<file path="src/rtl/pal16_pkg.sv">
package pal16_pkg;
  localparam int PAL_IDX_W  = 4;
  localparam int PAL_DATA_W = 8;
  localparam int PAL_CH_W   = 2;
  localparam int PAL_OUT_W  = 8;
  localparam int PAL_IDX_LSB = 2;

  // Scale a 2-bit code to the 8-bit range: full scale / max code = 85.
  function automatic logic [PAL_OUT_W-1:0] widen_code(input logic [PAL_CH_W-1:0] code);
    logic [PAL_OUT_W-1:0] step;
    step = PAL_OUT_W'(((1 << PAL_OUT_W) - 1) / ((1 << PAL_CH_W) - 1));
    return PAL_OUT_W'(code) * step;
  endfunction

  // Built-in ramp shown by entries not yet written.
  function automatic logic [PAL_OUT_W-1:0] ramp_level(input logic [PAL_IDX_W-1:0] idx);
    return (idx == '0) ? {PAL_OUT_W{1'b1}} : PAL_OUT_W'(idx);
  endfunction
endpackage

</file>
<file path="src/rtl/pal16_index_latch.sv">
module pal16_index_latch #(
  parameter int DATA_W  = pal16_pkg::PAL_DATA_W,
  parameter int IDX_W   = pal16_pkg::PAL_IDX_W,
  parameter int IDX_LSB = pal16_pkg::PAL_IDX_LSB
) (
  input  logic              clk,
  input  logic              rst_n,
  input  logic              ctl_wr,
  input  logic [DATA_W-1:0] ctl_byte,
  output logic [IDX_W-1:0]  idx_q
);
  localparam int IDX_MSB = IDX_LSB + IDX_W - 1;

  always_ff @(posedge clk) begin
    if (!rst_n)      idx_q <= '0;
    else if (ctl_wr) idx_q <= ctl_byte[IDX_MSB:IDX_LSB];
  end

  assert_idx_load_R2: assert property (@(posedge clk) disable iff (!rst_n)
    ctl_wr |=> idx_q == $past(ctl_byte[IDX_MSB:IDX_LSB]));
  assert_idx_hold_R2: assert property (@(posedge clk) disable iff (!rst_n)
    !ctl_wr |=> $stable(idx_q));
endmodule

</file>
<file path="src/rtl/pal16_store.sv">
module pal16_store #(
  parameter int IDX_W  = pal16_pkg::PAL_IDX_W,
  parameter int DATA_W = pal16_pkg::PAL_DATA_W
) (
  input  logic              clk,
  input  logic              rst_n,
  input  logic              wr_en,
  input  logic [IDX_W-1:0]  wr_idx,
  input  logic [DATA_W-1:0] wr_data,
  output logic [DATA_W-1:0] rd_data,
  input  logic [IDX_W-1:0]  lk_idx,
  output logic [DATA_W-1:0] lk_data,
  output logic              lk_written
);
  localparam int DEPTH = 1 << IDX_W;

  logic [DATA_W-1:0] entry   [DEPTH];
  logic [DEPTH-1:0]  written;

  for (genvar g = 0; g < DEPTH; g++) begin : g_entry
    wire hit = wr_en && (wr_idx == IDX_W'(g));
    always_ff @(posedge clk) begin
      if (!rst_n) begin
        entry[g]   <= '0;
        written[g] <= 1'b0;
      end else if (hit) begin
        entry[g]   <= wr_data;
        written[g] <= 1'b1;
      end
    end
  end

  assign rd_data    = entry[wr_idx];
  assign lk_data    = entry[lk_idx];
  assign lk_written = written[lk_idx];
endmodule

</file>
<file path="src/rtl/pal16_lookup.sv">
module pal16_lookup #(
  parameter int IDX_W  = pal16_pkg::PAL_IDX_W,
  parameter int DATA_W = pal16_pkg::PAL_DATA_W,
  parameter int CH_W   = pal16_pkg::PAL_CH_W,
  parameter int OUT_W  = pal16_pkg::PAL_OUT_W
) (
  input  logic              clk,
  input  logic              rst_n,
  input  logic [IDX_W-1:0]  pix_idx,
  input  logic              pix_active,
  input  logic [DATA_W-1:0] lk_data,
  input  logic              lk_written,
  output logic [OUT_W-1:0]  red,
  output logic [OUT_W-1:0]  green,
  output logic [OUT_W-1:0]  blue
);
  import pal16_pkg::*;

  logic [OUT_W-1:0] red_d, green_d, blue_d;

  always_comb begin
    if (!pix_active) begin
      red_d = '0; green_d = '0; blue_d = '0;
    end else if (!lk_written) begin
      red_d   = ramp_level(pix_idx);
      green_d = ramp_level(pix_idx);
      blue_d  = ramp_level(pix_idx);
    end else begin
      red_d   = widen_code(lk_data[CH_W-1:0]);
      green_d = widen_code(lk_data[2*CH_W-1:CH_W]);
      blue_d  = widen_code(lk_data[3*CH_W-1:2*CH_W]);
    end
  end

  always_ff @(posedge clk) begin
    if (!rst_n) begin
      red <= '0; green <= '0; blue <= '0;
    end else begin
      red <= red_d; green <= green_d; blue <= blue_d;
    end
  end

  assert_blank_R7: assert property (@(posedge clk) disable iff (!rst_n)
    !pix_active |=> (red == '0) && (green == '0) && (blue == '0));
  assert_ramp_white_R6: assert property (@(posedge clk) disable iff (!rst_n)
    (pix_active && !lk_written && pix_idx == '0) |=> (red == '1) && (blue == '1));
endmodule

</file>
<file path="src/rtl/pal16_lut.sv">
module pal16_lut #(
  parameter int IDX_W   = pal16_pkg::PAL_IDX_W,
  parameter int DATA_W  = pal16_pkg::PAL_DATA_W,
  parameter int CH_W    = pal16_pkg::PAL_CH_W,
  parameter int OUT_W   = pal16_pkg::PAL_OUT_W,
  parameter int IDX_LSB = pal16_pkg::PAL_IDX_LSB
) (
  input  logic              clk,
  input  logic              rst_n,
  input  logic              ctl_wr,
  input  logic [DATA_W-1:0] ctl_byte,
  input  logic              pal_wr,
  input  logic [DATA_W-1:0] pal_wdata,
  output logic [DATA_W-1:0] pal_rdata,
  input  logic [IDX_W-1:0]  pix_idx,
  input  logic              pix_active,
  output logic [OUT_W-1:0]  red,
  output logic [OUT_W-1:0]  green,
  output logic [OUT_W-1:0]  blue
);
  logic [IDX_W-1:0]  cur_idx;
  logic [DATA_W-1:0] lookup_word;
  logic              lookup_written;
  wire               store_fire = pal_wr;

  pal16_index_latch #(.DATA_W(DATA_W), .IDX_W(IDX_W), .IDX_LSB(IDX_LSB)) u_idx (
    .clk(clk), .rst_n(rst_n), .ctl_wr(ctl_wr), .ctl_byte(ctl_byte), .idx_q(cur_idx));

  pal16_store #(.IDX_W(IDX_W), .DATA_W(DATA_W)) u_store (
    .clk(clk), .rst_n(rst_n), .wr_en(store_fire), .wr_idx(cur_idx), .wr_data(pal_wdata),
    .rd_data(pal_rdata), .lk_idx(pix_idx), .lk_data(lookup_word), .lk_written(lookup_written));

  pal16_lookup #(.IDX_W(IDX_W), .DATA_W(DATA_W), .CH_W(CH_W), .OUT_W(OUT_W)) u_lookup (
    .clk(clk), .rst_n(rst_n), .pix_idx(pix_idx), .pix_active(pix_active),
    .lk_data(lookup_word), .lk_written(lookup_written),
    .red(red), .green(green), .blue(blue));

  assert_store_readback_R3: assert property (@(posedge clk) disable iff (!rst_n)
    (store_fire && !ctl_wr) |=> pal_rdata == $past(pal_wdata));
  assert_store_old_index_R3: assert property (@(posedge clk) disable iff (!rst_n)
    (store_fire && ctl_wr && (ctl_byte[IDX_LSB+IDX_W-1:IDX_LSB] == cur_idx)) |=> pal_rdata == $past(pal_wdata));
endmodule

</file>
<file path="config.mk">
export PLATFORM = sky130hd
export DESIGN_NAME = pal16_lut
export DESIGN_NICKNAME = d
export VERILOG_FILES = /design/src/rtl/pal16_pkg.sv /design/src/rtl/pal16_index_latch.sv /design/src/rtl/pal16_store.sv /design/src/rtl/pal16_lookup.sv /design/src/rtl/pal16_lut.sv
export SDC_FILE = /design/constraint.sdc
export NUM_CORES = 1
export LEC_CHECK = 0
export BUFFER_PORTS_ARGS = -buffer_cell sky130_fd_sc_hd__buf_2
export CAP_MARGIN = 20
export CORE_ASPECT_RATIO = 1.25
export CORE_MARGIN = 3
export CORE_UTILIZATION = 25
export CTS_CLUSTER_SIZE = 40
export DETAILED_ROUTE_END_ITERATION = 7
export HOLD_SLACK_MARGIN = 0.05
export SLEW_MARGIN = 20
export SYNTH_ARGS = -nofsm -noshare
export SYNTH_HDL_FRONTEND = slang
export SYNTH_SLANG_ARGS = --single-unit
</file>
<file path="constraint.sdc">
create_clock -name clk -period 4.3 [get_ports clk]
set_input_delay 0 -clock clk [delete_from_list [all_inputs] [get_ports clk]]
set_output_delay 0 -clock clk [all_outputs]
set_load 0.03 [all_outputs]
</file>
# Word-level counts from Yosys, hierarchy flattened
# Memories as Yosys holds them, arrays and structs flattened. A register that Yosys moved wholly into a read port is not among the register bits.
# Index checks and enable logic that the tools add are counted.
# classes
n_bitwise	16
n_lt_le_gt_ge	1
mux	73
n_reduce_logical	19
eq_ne	15
mul	3
# ops
cell	n
$mux 8	20
$mux 1	50
$eq 4x4->1 const B	8
$mul 2x7->8 const B	3
$eq 4x3->1 const B	4
$logic_and 1x1->1	16
$or 1x1->1	16
$eq 4x2->1 const B	2
$logic_not 4->1	2
$mux 4	2
$lt 4x5->1 const B	1
$bmux 1 s4	1
$eq 4x1->1 const B	1
$reduce_and 2->1	1
# totals
inputBits	25
reg_bits	44
mem_bits_rw	128
n_memories	1
elab_cells	148
# memory_table
memory	words	width	read_ports	rd_ports_with_merged_regs	wr	line_no	text
u_store.entry	16	8	2	1	16	pal16_store.sv:17	logic [DATA_W-1:0] entry [DEPTH];

# Depth between registers and ports, before layout
# Gate-level depths: netlist (run 1).
# logic_depth
depth_word	6
ltp_mapped	8
depth_no_buf	5

# Cells and area by module
# From an unflattened synthesis (run 1), not the netlist that was laid out.
# hier_totals
hier_cells	578
area_unflattened_um2	8449.4
# by_module_without_submodules
mod	instances	cells_per_inst	seq_area_each_um2	area_each_um2
pal16_store	1	497	4164.0	7623.6
pal16_lookup	1	68	360.3	669.4
pal16_index_latch	1	13	80.1	156.4

# Least setup slack after synthesis (run 1)
# No wires, ideal clock.
# synth_path
path_type	register to output
start	reg (tool-made name)
end	out pal_rdata[0]
stages_incl_launch_ff	5
setup_slack_ps	2390
t_required_ps	4300
t_arrival_ps	1910
cell_sequence	dfxtp_1 -> clkbuf_1 -> buf_2 -> mux4_2 -> mux4_2
# synth_rtl
element	line_no	text
end: declaration	pal16_lut.sv:14	output logic [DATA_W-1:0] pal_rdata,

==> impl_metrics.yaml, run 1 <==
run_status:
  outcome: "finished, final reports clean"
drt:
  first_iter_violations: 564
  routed_wl_um: 20630
  dr.pass1.iters: 5
  wl_per_cell_um: 20.38
  ant_nets: 0
  via_per_inst: 4.726
  vias: 4783
  dr_wl_met3_um: 1443
  drt-met1-wl_um: 8857
  wl_met2_um: 9988
  drc: 0
  top_layer: "met4"
synthesis:
  yosys-top-cells-count: "and2_1 (129), edfxtp_1 (128), mux4_2 (68)"
  syn-instance-count: 544
  synth_top_area_frac: 0.4778
  synth_seq_area_share: 0.5824
  synth.distinct_cells: 34
  synth_area_mm2: 0.008044
  synth-seq-cells: 170
  synth.most_common_cell: "and2_1"
  synth-main-ff-cell: "edfxtp_1"
  ys_warn_count: 0
  synth.avg_cell_area_um2: 14.79
  async_flop_share: 0
  synth-edff-count: 128
  synth_nets: 569
  ys_top_cells_by_area: "edfxtp_1 (48%), mux4_2 (19%), dfxtp_1 (10%), and2_1 (10%), a21o_1 (1.8%)"
  yosysTopAreaCell: "edfxtp_1"
floorplanning:
  start_util: 0.2566
  io_pins: 57
  die_w_um: 166.4
  die_y_um: 206.6
  rows: 72
  coreArea_mm2: 0.03135
  dieArea_mm2: 0.03438
clock_tree:
  h-tree-depth: 4
  path_clk_slew_ps: 70
  ctsRootBufferMaster: "clkbuf_16"
  clk_latency_ps: 430
  post_cts_resized: 0
  tritoncts: "built"
  clock-sinks: 170
  cts_made_buffers: 17
  cts.path.max_buffers: 2
pwr:
  p_leak_nw: 3.457
  p_int_w: 0.002839
  ir_drop_mv: 0.2673
  swShare: 0.2393
  pwr-share-comb: 0.102
  netSwitchingPower_w: 0.0008932
  seq_power_share: 0.501
  power.density_mw_per_mm2: 398.5
  clockPowerShare: 0.397
sta:
  hold_violations: 0
  final_max_slew_viol_count: 0
  relSlewSlack: 0.2728
  timing.final.crit_share: 0.6880
  finClkSkew_ps: 22.59
  max_slew.worst_pin.slew_ps: 1084
  setup_viol: 0
  finalCriticalPeriod_ps: 2958
  fmax_ghz: 0.3380
  rsz0062_at_grt: "false"
  fin_setup_tns_ps: 0
critical_path:
  critical_path_class: "flop to primary output"
  worstPathMaxFanout: 17
  crit_arrival_ps: 2960
  end_kind: "primary output"
  setup.worst_path.start_class: "flop"
  worst_ep_required_time_ps: 4300
global_route:
  antenna_found_initial: 0
  grt_first_pass_wirelength_um: 30630
  grt_max_degree: 42
  track_usage: 0.1209
  overflow: 0
  grt_pass1_vias: 4827
placement:
  dp.cells: 967
  gp_congestion: 0.7898
  port-buffer-count: 52
  dp.final_hpwl_um: 13770
  dpl-instance-area_mm2: 0.008658
layout:
  drive_gt1_frac: 0.2810
  diodes: 0
  fin_area_mm2: 0.009365
  final_cells: 1012
  fin_nets: 618
  area.growth.synth_to_final_pct: 16.43
worst_hold_path:
  hp-class: "input port to flop"
flow_run:
  cap_violations: 0
power groups by stage:
| stage | Combinational, W | Clock, W | Sequential, W |
|---|---|---|---|
| 2_1_floorplan | 0.000251 | 0 | 0.00190 |
| 3_3_place_gp | 0.000370 | 0 | 0.00190 |
| 3_5_place_dp | 0.000373 | 0 | 0.00191 |
| 4_1_cts | 0.000385 | 0.00149 | 0.00187 |
| 5_1_grt | 0.000404 | 0.00156 | 0.00188 |
| 6_report | 0.000382 | 0.00148 | 0.00187 |
path summary, 6_finish.rpt:
path | from | endpoint | slack, ps | cells past startpoint
setup / recovery | flop | pal_rdata[3] | 1340 | 4
hold / removal | pal_wdata[1] | u_store.entry[14][1] | 70 | 2
setup reg to reg | u_idx.idx_q[3] | u_store.entry[3][1] | 2360 | 3
hold reg to reg | u_store.written[11] | u_store.written[11] | 450 | 1
state kept, by name, indices dropped and copies added (netlist names), named ones only:
name and flops:
u_idx.idx_q 4, u_lookup.blue 6, u_lookup.green 6, u_lookup.red 6, u_store.entry 128, u_store.written 16
cell usage in the layout (no fill, tap or decap), types with 3 or more instances in the layout:
cell             n
a211oi_1         3
a21o_1          19
a21oi_1         13
a22oi_1         12
and2_1         129
buf_2           52
buf_4            8
clkbuf_16       17
clkinv_2         4
dfxtp_1         41
dlygate4sd3_1   13
edfxtp_1       128
mux2i_1          4
mux4_2          68
nand2_1          8
nand3_1          3
nor2_1          24
nor2b_1          7
nor3_1           4
o21ai_0          5
o21ai_1         12
o21ai_2          6
final cells by class:
type	instances	area, µm²
clock buffers	19	432.9
clock inverters	12	125.1
fillers	3149	21980
multi-input cells	330	3151
flip-flops and latches	170	4686
well taps	407	509.2
repair buffers	74	461.7
metal layers:
layer,global-route usage,vias to the layer above
met3,0.02838,26
met5,0,-
met2,0.1995,196
li1,-,2157
met1,0.1585,2404
met4,0.03979,0
cell families (layout without fill, tap and decap cells):
group / after synthesis / count (layout) / share of synthesized area
flip-flops: 170 / 170 / 0.5824
AND/OR/NAND/NOR: 183 / 183 / 0.1335
multiplexers: 72 / 72 / 0.1954
buffers and inverters: 44 / 105 / 0.02737
AO/OA/AOI/OAI: 75 / 75 / 0.06144
what timing repair did:
action                    in CTS  in global routing
hold buffers                  13                  0
setup buffers                  0                  0
hold endpoints to repair      61                  0
stage by stage:
step | total power (W) | setup WS [ps] | utilization | hold WS (ps)
finish | 0.003732 | 1342 | 0.2987 | 65.62
global route | 0.003843 | 1167 | 0.2987 | 89.40
CTS | 0.003749 | 1260 | 0.2981 | 62.22
detailed placement | 0.002278 | 1740 | 0.2762 | 299.5
global placement | 0.002273 | 1732 | 0.2758 | 299.9
floorplan | 0.002148 | 2390 | - | 197.8
worst max-delay path: stages, from the launching register on:
cell     delay (ps)
dfxtp_2         740
buf_4           450
mux4_2          560
mux4_2          530
buf_2           210
Power figures use the tool's default switching activity.
==> inputs of run 2 (changes only) <==
Clock period 4.3 ns to 3.01 ns, I/O delays scaled along.
==> run 2 against run 1 <==
Setup slack worse by 770 ps; highest routed layer is now met5; core utilization is 0.26 points higher; first-iteration DRC count is 1.4% lower; via count is 2.2% higher; sequential power is 42% higher; die area stayed put; hold slack worse by 3.3 ps; power is 43% higher.
==> impl_metrics.yaml, run 2 (same netlist as run 1, synthesis figures left out) <==
run_status:
  outcome: "finished, final reports clean"
floorplanning:
  start_util: 0.2566
  dieArea_mm2: 0.03438
  rows: 72
  die_w_um: 166.4
  io_pins: 57
  coreArea_mm2: 0.03135
  die_y_um: 206.6
placement:
  dp.final_hpwl_um: 14150
  post-place-ws_ps: 907.0
  gp_congestion: 0.8009
  port-buffer-count: 52
clock_tree:
  path_clk_slew_ps: 70
  ctsRootBufferMaster: "clkbuf_16"
  clock-sinks: 170
  tritoncts: "built"
  h-tree-depth: 4
  clk_latency_ps: 430
  cts_setup_buffers: 0
  cts.path.max_buffers: 2
  post_cts_resized: 0
  cts_made_buffers: 17
drt:
  drc: 0
  routed_wl_um: 21220
  via_per_inst: 4.773
  first_iter_violations: 556
  dr.pass1.iters: 5
  wl_per_cell_um: 20.73
  vias: 4888
  ant_nets: 0
layout:
  diodes: 0
  reg_top3: "u_store.entry (128), u_store.written (16)"
  largest_reg_flops: 128
  fill_cells: 3138
  drive_gt1_frac: 0.2998
  multiInputGateArea_mm2: 0.003139
  fin_nets: 629
  final_common_cell: "and2_1"
  regArea_mm2: 0.004686
  top_register: "u_store.entry"
  area.growth.synth_to_final_pct: 17.45
  layout_common_cells: "and2_1 (129), edfxtp_1 (128), mux4_2 (68)"
critical_path:
  crit_top_cell: "mux4_2"
  reg2reg_depth: 5
  critical_path_class: "flop to primary output"
  crit_chain: "buf_12 > mux4_2 > mux4_2 > buf_2"
  timing.rr.start: "u_store.written[7]"
  r2r_slack_ps: 1130
  end_kind: "primary output"
  setup.worst_path.start_class: "flop"
  worst_ep_required_time_ps: 3010
  worstPathMaxFanout: 32
  crit_slowest_cell: "mux4_2"
  cpPeakStageDelay_ps: 600
  r2r-end: "u_lookup.red[6]"
  crit_arrival_ps: 2440
pwr:
  power.density_mw_per_mm2: 566.1
  ir_drop_mv: 0.3755
  p_leak_nw: 3.533
sta:
  relSlewSlack: 0.3775
  timing.final.crit_share: 0.8096
  fin_setup_tns_ps: 0
  final_max_slew_viol_count: 0
  fmax_ghz: 0.4103
  rsz0062_at_grt: "false"
  worst_slack_ps: 573.0
  finalCriticalPeriod_ps: 2437
  setup_viol: 0
  hold_violations: 0
  max_slew.worst_pin.slew_ps: 930.3
  finClkSkew_ps: 9.403
worst_hold_path:
  hold_end: "u_store.entry[6][3]"
  hp-class: "input port to flop"
  hold_path_depth: 2
  holdCritStartpoint: "pal_wdata[3]"
global_route:
  grt_pass1_vias: 5074
  grt_first_pass_wirelength_um: 32180
  track_usage: 0.1276
  antenna_found_initial: 1
  grt_max_degree: 42
  overflow: 0
flow_run:
  cap_violations: 0
[run 2: stage by stage]
stage	cells	hold slack (ps)	utilization	power (W)	instance area, µm²
global route	1024	67.58	0.3014	0.005519	9448
global placement	982	293.8	0.2801	0.003267	8780
CTS	1024	51.97	0.3014	0.005378	9448
finish	1024	62.30	0.3014	0.005348	9448
floorplan	544	197.8	-	0.003068	8044
detailed placement	982	321.9	0.2801	0.003278	8780
[run 2: power by group]
part | leakage, nW | internal [W] | switching, W
Sequential | 1.66 | 0.00261 | 0.0000497
Combinational | 1.58 | 0.000238 | 0.000334
Clock | 0.293 | 0.00120 | 0.000917
Total | 3.53 | 0.00405 | 0.00130
[run 2: final cells by class]
class                      instances  share of cell area
multi-input combinational        330              0.3323
clock inverter                     9            0.006092
clock buffer                      23             0.05403
timing repair buffer              85             0.05774
tap                              407             0.05390
sequential                       170              0.4960
[run 2: worst max-delay path, delay by kind of cell, from the launching register on]
family	cells	cell delay (ps)
DFF	1	340
muxes	2	1130
buffers and inverters	2	470
[run 2: routing by layer]
layer,up-vias,GRT usage,wire [µm]
met4,2,0.04332,539
met5,-,0,13
li1,2174,-,-
met1,2473,0.1644,8902
met3,36,0.03181,1602
met2,203,0.2121,10170
[run 2: worst max-delay path by stage]
stage               startpoint           endpoint  slack, ps  cells after the start
detailed placement  pix_idx[2]    u_lookup.red[6]        910                      6
floorplan                 flop       pal_rdata[0]       1100                      4
CTS                       flop       pal_rdata[5]        560                      4
global placement    pix_idx[2]  u_lookup.green[6]        950                      6
global route              flop       pal_rdata[5]        500                      4
finish                    flop       pal_rdata[5]        570                      4
[run 2: what timing repair did]
item,in CTS,in global routing
hold endpoints to repair,16,0
endpoints found under the setup margin,0,0
hold buffers,10,0
